===== src/rtl/blkcnt_pkg.sv =====
package blkcnt_pkg;

    typedef enum logic [2:0] {
        CS_IDLE  = 3'd0,
        CS_READY = 3'd1,
        CS_IDENT = 3'd2,
        CS_STBY  = 3'd3,
        CS_XFER  = 3'd4,
        CS_SEND  = 3'd5,
        CS_RECV  = 3'd6,
        CS_OTHER = 3'd7
    } card_state_e;

    localparam int IDX_W = 6;

    localparam logic [IDX_W-1:0] IDX_STOP   = 6'd12;
    localparam logic [IDX_W-1:0] IDX_MREAD  = 6'd18;
    localparam logic [IDX_W-1:0] IDX_SETCNT = 6'd23;
    localparam logic [IDX_W-1:0] IDX_MWRITE = 6'd25;

    typedef struct packed {
        logic load;
        logic reject;
        logic clear;
        logic any_cmd;
    } cmd_act_t;

    function automatic logic is_data_state(input logic [2:0] st);
        return (st == CS_SEND) || (st == CS_RECV);
    endfunction

    function automatic logic is_multi_xfer(input logic [IDX_W-1:0] idx);
        return (idx == IDX_MREAD) || (idx == IDX_MWRITE);
    endfunction

endpackage


===== src/rtl/blkcnt_cmd_decode.sv =====
module blkcnt_cmd_decode
    import blkcnt_pkg::*;
(
    input  logic             cmd_valid,
    input  logic [IDX_W-1:0] cmd_index,
    input  logic [2:0]       card_state,
    output cmd_act_t         act
);
    logic is_setcnt;
    logic accept;
    logic keep;

    always_comb begin
        is_setcnt   = cmd_valid && (cmd_index == IDX_SETCNT);
        accept      = is_setcnt && (card_state == CS_XFER);
        keep        = cmd_valid && is_multi_xfer(cmd_index);
        act.load    = accept;
        act.reject  = is_setcnt && !accept;
        act.clear   = cmd_valid && !accept && !keep;
        act.any_cmd = cmd_valid;
    end
endmodule


===== src/rtl/blkcnt_counter.sv =====
module blkcnt_counter
    import blkcnt_pkg::*;
#(
    parameter int CNT_W = 32
) (
    input  logic             clk,
    input  logic             rst,
    input  cmd_act_t         act,
    input  logic [CNT_W-1:0] load_val,
    input  logic             blk_done,
    input  logic [2:0]       card_state,
    output logic [CNT_W-1:0] count,
    output logic             stop
);
    localparam logic [CNT_W-1:0] ONE = {{(CNT_W-1){1'b0}}, 1'b1};

    logic step;

    always_comb begin
        step = !act.any_cmd && blk_done && is_data_state(card_state)
               && (count != '0);
    end

    always_ff @(posedge clk) begin
        if (rst) begin
            count <= '0;
            stop  <= 1'b0;
        end else begin
            stop <= 1'b0;
            if (act.load) begin
                count <= load_val;
            end else if (act.clear) begin
                count <= '0;
            end else if (step) begin
                count <= count - ONE;
                stop  <= (count == ONE);
            end
        end
    end
endmodule


===== src/rtl/blkcnt_tracker.sv =====
module blkcnt_tracker
    import blkcnt_pkg::*;
#(
    parameter int CNT_W = 32
) (
    input  logic             clk,
    input  logic             rst,
    input  logic             cmd_valid,
    input  logic [IDX_W-1:0] cmd_index,
    input  logic [CNT_W-1:0] cmd_arg,
    input  logic [2:0]       card_state,
    input  logic             blk_done,
    output logic             stop_req,
    output logic             setcnt_ok,
    output logic             setcnt_illegal,
    output logic [CNT_W-1:0] blocks_left
);
    cmd_act_t act;

    blkcnt_cmd_decode u_dec (
        .cmd_valid  (cmd_valid),
        .cmd_index  (cmd_index),
        .card_state (card_state),
        .act        (act)
    );

    blkcnt_counter #(.CNT_W(CNT_W)) u_cnt (
        .clk        (clk),
        .rst        (rst),
        .act        (act),
        .load_val   (cmd_arg),
        .blk_done   (blk_done),
        .card_state (card_state),
        .count      (blocks_left),
        .stop       (stop_req)
    );

    always_ff @(posedge clk) begin
        if (rst) begin
            setcnt_ok      <= 1'b0;
            setcnt_illegal <= 1'b0;
        end else begin
            setcnt_ok      <= act.load;
            setcnt_illegal <= act.reject;
        end
    end
endmodule


===== config.mk =====
export PLATFORM = sky130hd
export DESIGN_NAME = blkcnt_tracker
export DESIGN_NICKNAME = d
export VERILOG_FILES = /design/src/rtl/blkcnt_pkg.sv /design/src/rtl/blkcnt_cmd_decode.sv /design/src/rtl/blkcnt_counter.sv /design/src/rtl/blkcnt_tracker.sv
export SDC_FILE = /design/constraint.sdc
export NUM_CORES = 1
export LEC_CHECK = 0
export BUFFER_PORTS_ARGS = -buffer_cell sky130_fd_sc_hd__buf_2
export CORE_MARGIN = 1.5
export CORE_UTILIZATION = 30
export CTS_CLUSTER_DIAMETER = 40
export DETAILED_ROUTE_END_ITERATION = 12
export GPL_ROUTABILITY_DRIVEN = 0
export PLACE_DENSITY_LB_ADDON = 0.05
export SYNTH_ARGS = -nofsm -noshare
export SYNTH_HDL_FRONTEND = slang
export SYNTH_SLANG_ARGS = --single-unit

===== constraint.sdc =====
create_clock -name clk -period 2.5 [get_ports clk]
set_clock_uncertainty 0.05 [all_clocks]
set_input_delay 0.25 -clock clk [delete_from_list [all_inputs] [get_ports clk]]
set_output_delay 0.25 -clock clk [all_outputs]
set_load 0.03 [all_outputs]

==> reports/qor.txt <==
status - finished clean
max cap viols - 0
first-pass GRT wire length - 13.0 mm
clock root buffer - clkbuf_8
Switch Pwr - 633 uW
Slew headroom - 75.5%
maximum vdd drop - 0.000209 V
Worst Setup SP - u_cnt.count[5]
diode count - 0
GRT overflow - 0
hold buffer count at CTS - 0
Int Pwr - 1110 uW
FF-to-FF Start - u_cnt.count[5]
Die ar. - 8360 sq um
Post-synth ARST share - 0%
worst path cell trace - nor4_2 -> nand3_2 -> or4_4 -> or4_4 -> o311ai_2 -> o31ai_1
min-delay src - card_state[2]
critical-path maximum fanout - 7
Hold Crit Class - in2reg
yosys warns - 0
Peak Freq - 422 MHz
layout cells sized above 1 - 36.5%
largest area contributor in the netlist - dfxtp_1
Crit path largest cell delay - 0.50 ns
final cell count without fillers - 488
mapped cell area - 2350 sq um
number of flops mapped to enable cells by yosys - 0
Area growth, synth to finish - 34.9%
Post-DP HPWL - 5.71 mm
clk_lat worst skew - 0.29 ns
Port Buffers - 79
global-route usage over all layers - 19.6%
Cell Area, Placed - 3020 sq um
transition time at the pin with the least slew margin - 0.358 ns
pwr dens - 549 nW/um^2
Pwr Total - 1740 uW
Startpoint Class - flop
setup TNS - 0 ns
IO Pins - 80
Final Net Count - 432
most frequent cells in the layout - buf_2, dfxtp_1, nand2_1, nor2_1, a21oi_1
Gate power share - 36.2%
die height - 91.4 um
commonest non-fill, non-tap cell in the layout - buf_2
Seq pwr share - 36.3%
RSZ-0062 raised after global routing - false
syn_area_per_cell - 8.26 sq um
Seq cells post-synth - 35
pin count of the biggest net entering global routing - 37
clock buffer depth - 2
number of buffers created by CTS - 5
number of routed nets with antenna violations - 0
Clock Sinks - 35
final hold violation count - 0
Final period util - 94.7%
vias in the first global route - 2,509
initial antenna violation count - 0
CP Data Required Time - 2.62 ns
H-tree depth - 2
crit end category - flop
FP Rows - 32
CTS tree - built
WHS - 0.146 ns
syn_nets - 331
core area - 7650 sq um
post-synthesis sequential area ratio - 29.9%
via count - 2,618
ys flop type - dfxtp_1
final WL - 7.94 mm
Clk pwr share - 27.4%
CP max-delay cell - or4_4
WP data arrival - 2.49 ns
routed length per placed instance - 16.3 um
Fill cells - 819
Synth cell types - 61
DIE WIDTH - 91.4 um
First DRT Iteration DRCs - 141
DRC viols - 0
Sw Share - 36.4%
drt first pass iters - 4
Initial Util - 30.7%
Tmin final - 2.37 ns
fin. max-slew vios - 0
Leak - 0.00136 uW
post-route cell area - 3170 sq um
vias per std cell - 5.36
Yosys top cell area share - 29.9%
CP most frequent cell - or4_4
Clock transition at path regs - 0.08 ns
WS Path Type - reg2reg
Mapped Cells - 284
Setup violations, final - 0
top post-synthesis cells by area - dfxtp_1, a21oi_1, nand2_1
DP Cell Count - 479
==> state kept, by name (all words and copies together) (netlist names) <==
register,cells
setcnt_illegal,1
setcnt_ok,1
u_cnt.stop,1
u_cnt.count,32
==> what timing repair did <==
item / 4_1_cts / 5_1_grt
buffers inserted: 0 / 1
endpoints found under the setup margin: 0 / 18
gates resized for setup: 0 / 6
==> kinds of logic (layout without fill, tap and decap cells) <==
group	Yosys count	in the layout	share of synthesized area, %
compound gates	85	85	27.1
xor+xnor	9	9	3.36
fa+ha+maj	2	2	1.07
buf+inv	17	119	5.28
flops	35	35	29.9
simple gates	136	136	33.3
==> cell usage after synthesis (4+ instances only) <==
| cell type | instances |
|---|---|
| clkbuf_1 | 6 |
| nand3_1 | 8 |
| o21ai_1 | 4 |
| nand2_1 | 29 |
| o21ai_0 | 5 |
| xnor2_1 | 5 |
| a221oi_1 | 7 |
| clkbuf_8 | 5 |
| a21oi_1 | 27 |
| nor3_1 | 18 |
| a211oi_1 | 4 |
| xor2_1 | 4 |
| o31ai_1 | 5 |
| a2111oi_0 | 5 |
| nor2_1 | 29 |
| nor4_1 | 9 |
| nand4_1 | 7 |
| dfxtp_1 | 35 |
==> worst max-delay path, delay by kind of cell (launching register included) <==
kind | cells | cell delay [ns]
compound gates | 2 | 0.32
flops | 1 | 0.40
simple gates | 4 | 1.49
==> layer usage <==
metal	track usage, %	part of all wire [%]	up-vias
met3	3.02	4.6	5
met2	33.0	49	72
li1	-	-	1301
met4	4.69	0.86	0
met1	26.2	46	1240
met5	0	0	-
==> stage by stage <==
step / worst slack [ns] / utilization, %
final: 0.133 / 41.4
after detailed placement: 0.0885 / 39.5
after global placement: 0.118 / 39.5
after CTS: 0.0534 / 40.8
after global routing: 0.0229 / 41.4
after floorplan: 0.0420 / -
==> path summary, 6_finish.rpt <==
path                      to  slack [ns]  depth (start not counted)
max          u_cnt.count[23]        0.13                          6
min           setcnt_illegal        0.15                          2
max reg2reg  u_cnt.count[23]        0.13                          6
min reg2reg  u_cnt.count[23]        0.45                          2
==> power by group through the flow <==
stage	clock (uW)	combinational (uW)	sequential (uW)
2_1_floorplan	0	330	700
3_3_place_gp	0	620	643
3_5_place_dp	0	620	643
4_1_cts	491	623	630
5_1_grt	509	695	639
6_report	477	630	632
==> layout make-up <==
class | instances | area (sq um) | area share, %
inverters | 3 | 11.3 | 0.356
clock buffers | 8 | 100 | 3.16
flip-flops and latches | 35 | 701 | 22.1
multi-input cells | 232 | 1560 | 49.4
well taps | 102 | 128 | 4.03
repair buffers | 108 | 663 | 20.9
Power figures use the tool's default switching activity.
